## src/rtl/pcw_pkg.sv

```systemverilog
package pcw_pkg;
  localparam int NSLOT = 2;

  function automatic logic size_ok(input logic [3:0] sz);
    return (sz == 4'd1) || (sz == 4'd2) || (sz == 4'd4) || (sz == 4'd8);
  endfunction

  // Shape the memory payload from the logged size
  function automatic logic [63:0] pack_data(input logic [3:0] sz, input logic [31:0] d32,
                                            input logic [63:0] d64);
    case (sz)
      4'd1:    return {56'h0, d32[7:0]};
      4'd2:    return {48'h0, d32[15:0]};
      4'd4:    return {32'h0, d32};
      default: return d64;
    endcase
  endfunction

  // First write loads the byte, later writes AND into it
  function automatic logic [7:0] pred_merge(input logic seen, input logic [7:0] old,
                                            input logic [31:0] v);
    return seen ? (old & v[7:0]) : v[7:0];
  endfunction
endpackage

```

## src/rtl/pcw_pred_log.sv

```systemverilog
module pcw_pred_log
  import pcw_pkg::*;
#(
  parameter int NPRED = 4,
  parameter int PNW   = 2
) (
  input  logic               clk,
  input  logic               rst_n,
  input  logic               clr,
  input  logic               we,
  input  logic               slot,
  input  logic [PNW-1:0]     num,
  input  logic [31:0]        val,
  input  logic [NSLOT-1:0]   mask,
  output logic [NPRED-1:0]   res_wr,
  output logic [NPRED*8-1:0] res_val
);
  logic [NSLOT*NPRED-1:0]   seen_f;
  logic [NSLOT*NPRED*8-1:0] pv_f;

  for (genvar s = 0; s < NSLOT; s++) begin : g_slot
    for (genvar p = 0; p < NPRED; p++) begin : g_pred
      logic       seen_q;
      logic [7:0] pv_q;
      logic       hit;
      assign hit = we && (slot == 1'(s)) && (num == PNW'(p));

      always_ff @(posedge clk or negedge rst_n) begin
        if (!rst_n) begin
          seen_q <= 1'b0;
          pv_q   <= 8'h0;
        end else if (hit) begin
          seen_q <= 1'b1;
          pv_q   <= pred_merge(seen_q && !clr, pv_q, val);
        end else if (clr) begin
          seen_q <= 1'b0;
        end
      end

      assign seen_f[s*NPRED+p]       = seen_q;
      assign pv_f[(s*NPRED+p)*8 +: 8] = pv_q;

      AST_PRED_AND: assert property (@(posedge clk) disable iff (!rst_n) hit && seen_q && !clr |=> (pv_q & ~$past(pv_q)) == 8'h0) else $error("later predicate write set a bit");
    end
  end

  always_comb begin
    res_wr  = '0;
    res_val = '0;
    for (int p = 0; p < NPRED; p++) begin
      logic [7:0] acc;
      acc = 8'hFF;
      for (int s = 0; s < NSLOT; s++) begin
        if (seen_f[s*NPRED+p] && !mask[s]) begin
          res_wr[p] = 1'b1;
          acc       = acc & pv_f[(s*NPRED+p)*8 +: 8];
        end
      end
      if (res_wr[p]) res_val[p*8 +: 8] = acc;
    end
  end
endmodule

```

## src/rtl/pcw_store_unit.sv

```systemverilog
module pcw_store_unit
  import pcw_pkg::*;
#(
  parameter int AW = 32
) (
  input  logic             clk,
  input  logic             rst_n,
  input  logic             clr,
  input  logic             st_en,
  input  logic             st_slot,
  input  logic [AW-1:0]    st_addr,
  input  logic [3:0]       st_size,
  input  logic [31:0]      st_d32,
  input  logic [63:0]      st_d64,
  input  logic [NSLOT-1:0] mask,
  input  logic             ld_req,
  input  logic             drain_start,
  output logic             busy,
  output logic             ld_go,
  output logic             bad_size,
  output logic             mem_valid,
  input  logic             mem_ready,
  output logic [AW-1:0]    mem_addr,
  output logic [3:0]       mem_size,
  output logic [63:0]      mem_data
);
  logic [NSLOT-1:0]    sv, sdone, live;
  logic [NSLOT*AW-1:0] saddr_f;
  logic [NSLOT*4-1:0]  ssize_f;
  logic [NSLOT*64-1:0] sdat_f;
  logic draining, early_hold, early_req, sel, fire, legal;

  assign legal     = size_ok(st_size);
  assign bad_size  = st_en && !legal;
  assign live      = sv & ~mask & ~sdone;
  assign early_req = ld_req && !draining && live[1];
  assign sel       = draining ? !live[0] : 1'b1;
  assign mem_valid = draining ? (|live) : ((early_req || early_hold) && live[1]);
  assign fire      = mem_valid && mem_ready;
  assign ld_go     = ld_req && !draining && !live[1];
  assign busy      = draining;
  assign mem_addr  = saddr_f[sel*AW +: AW];
  assign mem_size  = ssize_f[sel*4 +: 4];
  assign mem_data  = sdat_f[sel*64 +: 64];

  for (genvar s = 0; s < NSLOT; s++) begin : g_ent
    logic          v_q, done_q;
    logic [AW-1:0] a_q;
    logic [3:0]    z_q;
    logic [63:0]   d_q;
    always_ff @(posedge clk or negedge rst_n) begin
      if (!rst_n) begin
        v_q <= 1'b0; done_q <= 1'b0; a_q <= '0; z_q <= '0; d_q <= '0;
      end else if (st_en && legal && (st_slot == 1'(s))) begin
        v_q <= 1'b1; done_q <= 1'b0; a_q <= st_addr; z_q <= st_size;
        d_q <= pack_data(st_size, st_d32, st_d64);
      end else if (clr) begin
        v_q <= 1'b0; done_q <= 1'b0;
      end else if (fire && (sel == 1'(s))) begin
        done_q <= 1'b1;
      end
    end
    assign sv[s]              = v_q;
    assign sdone[s]           = done_q;
    assign saddr_f[s*AW +: AW] = a_q;
    assign ssize_f[s*4 +: 4]   = z_q;
    assign sdat_f[s*64 +: 64]  = d_q;
  end

  always_ff @(posedge clk or negedge rst_n) begin
    if (!rst_n) begin
      draining   <= 1'b0;
      early_hold <= 1'b0;
    end else begin
      if (!draining && drain_start)  draining <= 1'b1;
      else if (draining && live == '0) draining <= 1'b0;
      if (clr || fire)                early_hold <= 1'b0;
      else if (early_req && !mem_ready) early_hold <= 1'b1;
    end
  end

  AST_SIZE_LEGAL: assert property (@(posedge clk) disable iff (!rst_n) mem_valid |-> size_ok(mem_size)) else $error("illegal size on memory port");
  AST_LOAD_WAITS: assert property (@(posedge clk) disable iff (!rst_n) ld_go |-> !mem_valid) else $error("load released with store outstanding");
  AST_REQ_HOLD: assert property (@(posedge clk) disable iff (!rst_n) mem_valid && !mem_ready && !clr && !st_en |=> (mem_valid && $stable(mem_addr)) || !$stable(mask)) else $error("request changed under backpressure");
endmodule

```

## src/rtl/pcw_commit.sv

```systemverilog
module pcw_commit
  import pcw_pkg::*;
#(
  parameter int AW    = 32,
  parameter int RNW   = 5,
  parameter int NPRED = 4,
  localparam int PNW  = (NPRED > 1) ? $clog2(NPRED) : 1
) (
  input  logic               clk,
  input  logic               rst_n,
  input  logic               pkt_start,
  input  logic [1:0]         cancel_set,
  input  logic [AW-1:0]      seq_pc,
  input  logic               rw_en,
  input  logic               rw_slot,
  input  logic [RNW-1:0]     rw_num,
  input  logic [31:0]        rw_val,
  input  logic               pw_en,
  input  logic               pw_slot,
  input  logic [PNW-1:0]     pw_num,
  input  logic [31:0]        pw_val,
  input  logic               br_en,
  input  logic [AW-1:0]      br_target,
  input  logic               st_en,
  input  logic               st_slot,
  input  logic [AW-1:0]      st_addr,
  input  logic [3:0]         st_size,
  input  logic [31:0]        st_d32,
  input  logic [63:0]        st_d64,
  input  logic               ld_req,
  output logic               ld_go,
  input  logic               commit,
  output logic               busy,
  output logic               bad_size,
  output logic               cm_valid,
  output logic [1:0]         cm_rw_en,
  output logic [2*RNW-1:0]   cm_rw_num,
  output logic [63:0]        cm_rw_val,
  output logic [NPRED-1:0]   cm_pred_wr,
  output logic [NPRED*8-1:0] cm_pred_val,
  output logic               cm_br_taken,
  output logic [AW-1:0]      cm_next_pc,
  output logic               mem_valid,
  input  logic               mem_ready,
  output logic [AW-1:0]      mem_addr,
  output logic [3:0]         mem_size,
  output logic [63:0]        mem_data
);
  logic [NSLOT-1:0]     cmask, rflag;
  logic [NSLOT*RNW-1:0] rnum_f;
  logic [NSLOT*32-1:0]  rval_f;
  logic                 btaken, go;
  logic [AW-1:0]        btgt;
  logic [NPRED-1:0]     pr_wr;
  logic [NPRED*8-1:0]   pr_val;

  assign go = commit && !busy;

  always_ff @(posedge clk or negedge rst_n) begin
    if (!rst_n) begin
      cmask  <= '0;
      btaken <= 1'b0;
      btgt   <= '0;
    end else begin
      cmask <= (pkt_start ? '0 : cmask) | cancel_set;
      if (br_en && !(btaken && !pkt_start)) begin
        btaken <= 1'b1;
        btgt   <= br_target;
      end else if (pkt_start) begin
        btaken <= 1'b0;
      end
    end
  end

  for (genvar s = 0; s < NSLOT; s++) begin : g_reg
    logic           f_q;
    logic [RNW-1:0] n_q;
    logic [31:0]    v_q;
    always_ff @(posedge clk or negedge rst_n) begin
      if (!rst_n) begin
        f_q <= 1'b0; n_q <= '0; v_q <= '0;
      end else if (rw_en && (rw_slot == 1'(s))) begin
        f_q <= 1'b1; n_q <= rw_num; v_q <= rw_val;
      end else if (pkt_start) begin
        f_q <= 1'b0;
      end
    end
    assign rflag[s]               = f_q;
    assign rnum_f[s*RNW +: RNW]   = n_q;
    assign rval_f[s*32 +: 32]     = v_q;
  end

  pcw_pred_log #(.NPRED(NPRED), .PNW(PNW)) u_pred (
    .clk(clk), .rst_n(rst_n), .clr(pkt_start), .we(pw_en), .slot(pw_slot),
    .num(pw_num), .val(pw_val), .mask(cmask), .res_wr(pr_wr), .res_val(pr_val)
  );

  pcw_store_unit #(.AW(AW)) u_store (
    .clk(clk), .rst_n(rst_n), .clr(pkt_start), .st_en(st_en), .st_slot(st_slot),
    .st_addr(st_addr), .st_size(st_size), .st_d32(st_d32), .st_d64(st_d64),
    .mask(cmask), .ld_req(ld_req), .drain_start(go), .busy(busy), .ld_go(ld_go),
    .bad_size(bad_size), .mem_valid(mem_valid), .mem_ready(mem_ready),
    .mem_addr(mem_addr), .mem_size(mem_size), .mem_data(mem_data)
  );

  always_ff @(posedge clk or negedge rst_n) begin
    if (!rst_n) begin
      cm_valid <= 1'b0; cm_rw_en <= '0; cm_rw_num <= '0; cm_rw_val <= '0;
      cm_pred_wr <= '0; cm_pred_val <= '0; cm_br_taken <= 1'b0; cm_next_pc <= '0;
    end else begin
      cm_valid <= go;
      if (go) begin
        cm_rw_en    <= rflag & ~cmask;
        cm_rw_num   <= rnum_f;
        cm_rw_val   <= rval_f;
        cm_pred_wr  <= pr_wr;
        cm_pred_val <= pr_val;
        cm_br_taken <= btaken;
        cm_next_pc  <= btaken ? btgt : seq_pc;
      end
    end
  end

  AST_ONE_PULSE: assert property (@(posedge clk) disable iff (!rst_n) cm_valid |=> !cm_valid) else $error("commit pulse longer than a cycle");
  AST_FIRST_BRANCH: assert property (@(posedge clk) disable iff (!rst_n) br_en && btaken && !pkt_start |=> $stable(btgt)) else $error("later branch replaced target");
  AST_START_CLEARS: assert property (@(posedge clk) disable iff (!rst_n) pkt_start && cancel_set == 2'b00 |=> cmask == '0) else $error("cancel mask survived packet start");
endmodule

```

## config.mk

```make
export PLATFORM = sky130hd
export DESIGN_NAME = pcw_commit
export DESIGN_NICKNAME = d
export VERILOG_FILES = /design/src/rtl/pcw_pkg.sv /design/src/rtl/pcw_pred_log.sv /design/src/rtl/pcw_store_unit.sv /design/src/rtl/pcw_commit.sv
export SDC_FILE = /design/constraint.sdc
export NUM_CORES = 1
export LEC_CHECK = 0
export BUFFER_PORTS_ARGS = -buffer_cell sky130_fd_sc_hd__buf_4
export CAP_MARGIN = 20
export CORE_ASPECT_RATIO = 0.8
export CORE_MARGIN = 5
export CORE_UTILIZATION = 39
export DETAILED_ROUTE_END_ITERATION = 10
export PLACE_DENSITY = 0.63
export SLEW_MARGIN = 5
export SYNTH_ARGS = -nofsm -noshare
export SYNTH_HDL_FRONTEND = slang
export SYNTH_SLANG_ARGS = --single-unit
```

## constraint.sdc

```tcl
create_clock -name clk -period 2 [get_ports clk]
set_input_delay 0.1 -clock clk [delete_from_list [all_inputs] [get_ports clk]]
set_output_delay 0.1 -clock clk [all_outputs]
set_load 0.01 [all_outputs]
```

==> results.tsv, run 1 <==
stage	metric	value	unit
setup_path	Worst Path Arrival	2.35	ns
finish	Area Growth Syn to Fin	47.21	%
logic_synthesis	post-synth top area share	0.5941	
sta	final setup fails	101	
sta	RSZ-0062 raised after global routing	yes	
clocking	H-tree levels	2	
run_status	failing checks	setup timing	
global_route	first-pass GRT wire length	104.6	mm
setup_path	crit path max fanout	7	
logic_synthesis	Syn Nets	2036	
sta	final setup margin	-0.4520	ns
finish	commonest non-fill, non-tap cell in the layout	dfrtp_1	
logic_synthesis	Cell variety after synth	41	
pwr	Switching Power	9.184	mW
sta	Fin Setup TNS	-39.38	ns
die	Core ar.	56990	um2
logic_synthesis	Post-Synth Simple-Gate Area	0.07585	
detailed_routing	post-route ant nets	0	
placed_design	Port Buffers	507	
global_route	grt total ovfl	0	
global_route	initial antenna violation count	1	
clocking	clock buffer depth	3	
logic_synthesis	average size of a mapped cell	12.85	um2
logic_synthesis	Post-synth EDFFs	0	
sta	Hold Fails Final Rpt	0	
detailed_routing	First DRT Iteration DRCs	932	
sta	Period minus WS final	2.452	ns
global_route	maximum number of pins on one net before global-route repair	115	
pwr	power density over the cells	1012	nW/um2
finish	filler instances	4525	
placed_design	GP Congestion	0.8482	
die	Die Ht	225.0	um
pwr	static leakage	15.66	nW
sta	Hold Slack	0.04478	ns
hold_path	class of the worst hold path	in -> async	
pwr	Sequential Power Share	0.434	
clocking	clk sinks	535	
pwr	combinational share of power	0.259	
sta	Slew Viols, Final	0	
clocking	Clk Latency, worst-skew pair	0.59	ns
pwr	clock share of power	0.307	
detailed_routing	DRC	0	
logic_synthesis	Cell Area, Synth	22530	um2
die	Site Rows	78	
die	I/O Pins	532	
logic_synthesis	Synth area leaders	dfrtp_1 (59%), mux2_2 (13%), nand2_1 (4.9%)	
sta	Tcrit/Tclk final	1.226	
logic_synthesis	top_reg_cell synth	dfrtp_1	
sta	Rel. slew slack	0.5653	
clocking	Clk pin slew, worst setup/hold paths	0.06	ns
die	Die ar.	62710	um2
logic_synthesis	mux cell area share after synthesis	0.2206	
sta	Max Clock Freq	0.4078	GHz
sta	Slew @ Worst Pin	0.6474	ns
job	max-cap violations	0	
placed_design	pre-CTS WS	-0.1054	ns
setup_path	Worst setup SP type	flop	
logic_synthesis	largest family of logic cells by synthesized area	multiplexers	
global_route	vias in the first global route	18500	
clocking	Inserted Clock Buffers	55	
detailed_routing	via count	16920	
setup_path	CP Capture Type	output port	
logic_synthesis	register area share after synthesis	0.5941	
pwr	Switching Fraction	0.2736	
finish	fin nets	2852	
detailed_routing	vias per cell	5.014	
logic_synthesis	ys async rst share	1.000	
pwr	Int Pwr	24.38	mW
logic_synthesis	area leader, netlist	dfrtp_1	
logic_synthesis	xor/xnor cell area share of the yosys netlist	0.001555	
global_route	gr usage total	0.2071	
logic_synthesis	post-synthesis cell count	1754	
detailed_routing	drt wl/cell	19.81	um
finish	layout cells sized above 1	0.3999	
logic_synthesis	synth warn	0	
clocking	CTS tree	done	
run_status	status	finished, violations left	
logic_synthesis	Yosys reg bits	535	
die	Starting Density	0.3954	
die	width of the die	278.7	um
setup_path	Worst Path Required	1.90	ns
setup_path	Crit Path Category	reg -> out	
pwr	worst vdd ir	0.0006722	V
detailed_routing	total wire length	66.86	mm
placed_design	Post-DP HPWL	44.16	mm
pwr	total power	33.57	mW
detailed_routing	first-pass iteration count of the detailed router	5	
sta	clock skew after layout	0.02504	ns
clocking	Root Driver	clkbuf_16	
logic_synthesis	Compound-Gate Fraction of Synth Area	0.07385	
logic_synthesis	adder-cell share of the synthesized area	0	
finish	commonest non-fill, non-tap cells in the layout	dfrtp_1 (534), buf_4 (480), nand2_1 (287)	
## final timing paths
kind / depth (start not counted) / start / end / slack, ns
setup / recovery: 7 / cmask[0] / mem_data[55] / -0.45
hold / removal: 2 / rst_n / cm_pred_wr[1] / 0.04
setup reg to reg: 6 / cmask[1] / u_store.early_hold / 0.10
hold reg to reg: 2 / g_reg[0].v_q[9] / cm_rw_val[9] / 0.46
max in group asynchronous: 3 / rst_n / btaken / 1.17
min in group clk: 5 / commit / cm_rw_num[2] / 0.05
## critical path, stage by stage, from the launching register on
cell,delay [ns]
dfrtp_1,0.41
nor4bb_4,0.32
buf_6,0.16
buf_12,0.14
buf_12,0.13
buf_12,0.14
mux2_4,0.31
buf_6,0.13
## timing repair
action / 4_1_cts / 5_1_grt
endpoints found under the hold margin: 950 / 0
setup buffers: 15 / 5
endpoints found under the setup margin: 101 / 103
resized for setup: 214 / 17
gates cloned: 5 / 2
pin swaps: 1 / 1
hold buffers: 252 / 0
## kinds of logic after synthesis
family | after synthesis
flops | 535
mux | 430
simple gates | 401
compound gates | 247
buf+inv | 137
xor+xnor | 4
## through the flow
stage               cell area [um2]  instances  utilization
floorplan                     22560       1754            -
global placement              27680       2998       0.4857
detailed placement            27680       2998       0.4857
CTS                           33110       3370       0.5809
global route                  33170       3373       0.5819
finish                        33170       3375       0.5820
## metal layers
layer	vias up	GRT usage	routed length [um]
met5	-	0	0
met4	0	0.06107	1886
met3	109	0.05137	4328
met2	529	0.3464	32270
met1	8528	0.2700	28370
li1	7757	-	-
## final cells by class
| type | instances | area [um2] | area share |
|---|---|---|---|
| clock inverter | 23 | 251.5 | 0.007582 |
| timing repair buffer | 874 | 8087 | 0.2438 |
| inverter | 22 | 85.08 | 0.002565 |
| multi-input combinational | 1082 | 8823 | 0.2660 |
| clock buffer | 77 | 1579 | 0.04760 |
| antenna | 2 | 5.005 | 0.0001509 |
| sequential | 535 | 13390 | 0.4036 |
| tap | 760 | 950.9 | 0.02867 |
## state kept, by name, summed over array words and instances (netlist names), 2 cells and up
name,flops
u_store.g_ent.v_q,2
u_pred.g_slot.g_pred.pv_q,64
cm_rw_num,10
cm_pred_wr,4
cm_rw_en,2
g.n_q,10
g.f_q,2
u_pred.g_slot.g_pred.seen_q,8
u_store.g_ent.done_q,2
g.v_q,64
cm_next_pc,32
btgt,32
cm_rw_val,64
u_store.g_ent.a_q,64
cmask,2
u_store.g_ent.d_q,128
u_store.g_ent.z_q,8
cm_pred_val,32
## power groups by stage
stage	sequential (mW)	combinational (mW)	clock [mW]
after CTS	14.5	8.72	10.6
final	14.6	8.71	10.3
after floorplan	14.5	3.68	0
after detailed placement	14.6	7.41	0
after global placement	14.5	7.23	0
after global routing	14.8	9.38	11.0
## cells in the mapped netlist, drive strengths merged, types with 11 or more instances
cell    instances
o21ai          57
a21oi          50
o22ai          32
o22a           64
mux2          382
and2           33
nand2b         11
mux2i          48
nor2           45
nand2         294
clkbuf         54
buf            61
inv            22
dfrtp         535
a22o           16
Power figures use the tool's default switching activity.
==> run 2: changes to the inputs <==
--- a/config.mk
+++ b/config.mk
@@ -9,9 +9,10 @@
 export CAP_MARGIN = 20
 export CORE_ASPECT_RATIO = 0.8
 export CORE_MARGIN = 5
-export CORE_UTILIZATION = 39
+export CORE_UTILIZATION = 49
 export DETAILED_ROUTE_END_ITERATION = 10
-export PLACE_DENSITY = 0.63
+export GPL_TIMING_DRIVEN = 0
+export PLACE_DENSITY = 0.77
 export SLEW_MARGIN = 5
 export SYNTH_ARGS = -nofsm -noshare
 export SYNTH_HDL_FRONTEND = slang
==> run 2 against run 1 <==
  * The flow finishes with violations (hold timing, setup timing)
  * Sequential share of layout area grew 0.83 points
  * Critical path depth is 1 lower
  * Total power is 0.58% higher
  * Combinational power barely moved
  * Via count increased by 5.4%
  * Routed wire length increased by 11%
  * Core utilization grew 13 points
  * Final area down 2.0%
  * Die area down 20%
  * Maximum frequency decreased by 0.50%
  * Largest cell class unchanged
  * Largest power group unchanged
  * Highest routed layer unchanged
==> results.tsv, run 2 (synthesis gave the netlist of run 1 again) <==
stage	metric	value	unit	change
run_status	status	finished, violations left		
run_status	failing checks	hold timing, setup timing		
global_route	initial antenna violation count	4		+3
clocking	Root Driver	clkbuf_16		
die	Die ar.	50400	um2	-20%
setup_path	Reg2Reg Launch Point	u_store.busy		
detailed_routing	vias per cell	5.535		+10%
clocking	Clk pin slew, worst setup/hold paths	0.06	ns	about the same
global_route	gr usage total	0.2827		+0.07555
finish	Design Area, Final	32510	um2	-2.0%
die	Starting Density	0.4938		+0.09845
die	Core ar.	45630	um2	-20%
finish	commonest non-fill, non-tap cells in the layout	dfrtp_1 (533), buf_4 (434), nand2_1 (292)		
clocking	clock buffer depth	3		unchanged
sta	final setup fails	103		+2.0%
setup_path	Crit Path Category	reg -> out		
sta	Max Clock Freq	0.4058	GHz	-0.50%
placed_design	Post-DP HPWL	46.62	mm	+5.6%
setup_path	crit path max fanout	6		-1
placed_design	GP Congestion	0.8709		+2.7%
clocking	Inserted Clock Buffers	52		-5.5%
sta	Slew Viols, Final	0		unchanged
global_route	first-pass GRT wire length	112.8	mm	+7.9%
global_route	maximum number of pins on one net before global-route repair	123		+7.0%
pwr	Sequential Power Share	0.435		about the same
setup_path	Worst Path Required	1.90	ns	about the same
finish	max FFs per register	128		unchanged
sta	Tcrit/Tclk final	1.232		+0.006186
setup_path	CP Capture Type	output port		
pwr	Switching Power	9.559	mW	+4.1%
die	Site Rows	70		-10%
finish	register name with the most flops	u_store.g_ent.d_q		
finish	Layout Cells excl Fill	3221		-4.6%
hold_path	class of the worst hold path	in -> async		
global_route	vias in the first global route	19310		+4.4%
placed_design	Port Buffers	493		-2.8%
detailed_routing	total wire length	74.49	mm	+11%
die	I/O Pins	532		unchanged
sta	RSZ-0062 raised after global routing	yes		
detailed_routing	via count	17830		+5.4%
pwr	combinational share of power	0.258		about the same
clocking	hold buffers post-CTS	237		-6.0%
setup_path	crit-path max cell delay	0.45	ns	+0.04 ns
sta	Hold Slack	-0.5057	ns	-0.5505 ns
clocking	Clk Latency, worst-skew pair	0.60	ns	about the same
placed_design	placed cell area	27140	um2	-1.9%
global_route	grt total ovfl	0		unchanged
job	max-cap violations	0		unchanged
clocking	H-tree levels	2		unchanged
pwr	static leakage	15.35	nW	-2.0%
finish	filler instances	2840		-37%
clocking	CTS tree	done		
sta	Period minus WS final	2.464	ns	+0.01237 ns
pwr	clock share of power	0.307		about the same
setup_path	Worst setup SP type	flop		
pwr	Switching Fraction	0.2831		+0.009529
detailed_routing	drt wl/cell	23.12	um	+17%
pwr	worst vdd ir	0.0007291	V	+8.5%
pwr	power density over the cells	1039	nW/um2	+2.6%
clocking	clk sinks	535		unchanged
detailed_routing	post-route ant nets	0		unchanged
sta	clock skew after layout	0.01424	ns	-0.01080 ns
detailed_routing	First DRT Iteration DRCs	1144		+23%
detailed_routing	DRC	0		unchanged
sta	final setup margin	-0.4644	ns	-0.01237 ns
setup_path	CP max-delay cell	dfrtp_2		
sta	Slew @ Worst Pin	0.8041	ns	+0.1567 ns
finish	fin nets	2846		-0.21%
detailed_routing	first-pass iteration count of the detailed router	5		unchanged
die	width of the die	249.8	um	-10%
setup_path	Worst Path Arrival	2.36	ns	about the same
finish	Area Growth Syn to Fin	44.27	%	
die	Die Ht	201.8	um	-10%
finish	commonest non-fill, non-tap cell in the layout	dfrtp_1		
sta	Rel. slew slack	0.4601		-0.1052
sta	Hold Fails Final Rpt	83		+83
pwr	Int Pwr	24.20	mW	-0.74%
setup_path	CP startpoint	cmask[0]		
finish	layout cells sized above 1	0.3821		-0.01782
placed_design	placed cells	2863		-4.5%
setup_path	CP Cell Sequence	nor4bb_4 > buf_6 > clkbuf_16 > clkbuf_16 > mux2_4 > buf_6		
## run 2: cell count changes in the layout (fill, tap and decap cells not counted), moves of 7 or more
cell,before,now
buf_1,0,17
mux2_4,145,124
clkbuf_2,0,13
clkbuf_1,10,36
mux2_2,162,183
buf_2,0,8
buf_8,6,14
clkbuf_8,12,21
clkinv_2,13,6
buf_4,480,434
dlygate4sd3_1,252,237
buf_12,30,13
buf_6,101,85
## run 2: worst paths after layout
check | endpoint | slack [ns] | cells after the start
worst max register to register | cm_next_pc[16] | 0.07 | 8
worst min-delay path | u_pred.g_slot[0].g_pred[1].pv_q[1] | -0.51 | 1
max in group asynchronous | btgt[24] | 0.48 | 4
worst min register to register | cm_rw_val[3] | 0.46 | 2
min in group clk | u_pred.g_slot[1].g_pred[1].pv_q[5] | 0.05 | 2
worst max-delay path | mem_data[21] | -0.46 | 6
## run 2: metal layers
metal,GRT usage,routed length (um),vias up
met1,0.3415,27780,9064
li1,-,-,7737
met2,0.4743,36990,811
met3,0.07899,6249,217
met4,0.1313,3465,0
met5,0,0,-
## run 2: layout make-up
class | count | area [um2] | area share
well taps | 612 | 765.7 | 0.02356
diodes | 5 | 12.51 | 0.0003849
clock buffers | 78 | 1609 | 0.04950
flip-flops and latches | 535 | 13390 | 0.4119
multi-input cells | 1082 | 8711 | 0.2680
clock inverters | 16 | 205.2 | 0.006312
inverters | 22 | 82.58 | 0.002540
plain buffers | 114 | 934.6 | 0.02875
repair buffers | 757 | 6797 | 0.2091
## run 2: stage by stage
stage,worst slack (ns),TNS (ns),hold slack (ns),power [mW],utilization
6_report,-0.4644,-42.51,-0.5057,33.76,0.7124
5_1_grt,-0.5290,-50.02,-0.4668,35.13,0.7123
3_5_place_dp,-1.031,-192.67,0.1270,22.00,0.5948
4_1_cts,-0.5609,-50.64,-0.5265,33.32,0.7060
3_3_place_gp,-4.599,-2576.38,0.2801,21.57,0.5922
2_1_floorplan,-0.01725,-0.4169,-0.1956,18.16,-
## run 2: what timing repair did
item / CTS / global route
endpoints found under the setup margin: 262 / 211
resized for setup: 193 / 69
gates cloned: 7 / 3
hold endpoints to repair: 429 / 82
pin swaps: 1 / 1
buffers inserted: 9 / 5
## run 2: power by group through the flow
| stage | Sequential, mW | Clock, mW | Combinational [mW] |
|---|---|---|---|
| 2_1_floorplan | 14.5 | 0 | 3.68 |
| 3_3_place_gp | 14.5 | 0 | 7.11 |
| 3_5_place_dp | 14.6 | 0 | 7.35 |
| 4_1_cts | 14.5 | 10.5 | 8.34 |
| 5_1_grt | 14.9 | 10.9 | 9.30 |
| 6_report | 14.7 | 10.4 | 8.71 |
## run 2: worst max-delay path, delay by kind of cell, from the launching register on
| kind | cells | cell delay, ns |
|---|---|---|
| flops | 1 | 0.45 |
| mux | 1 | 0.32 |
| simple gates | 1 | 0.30 |
| buf+inv | 4 | 0.68 |
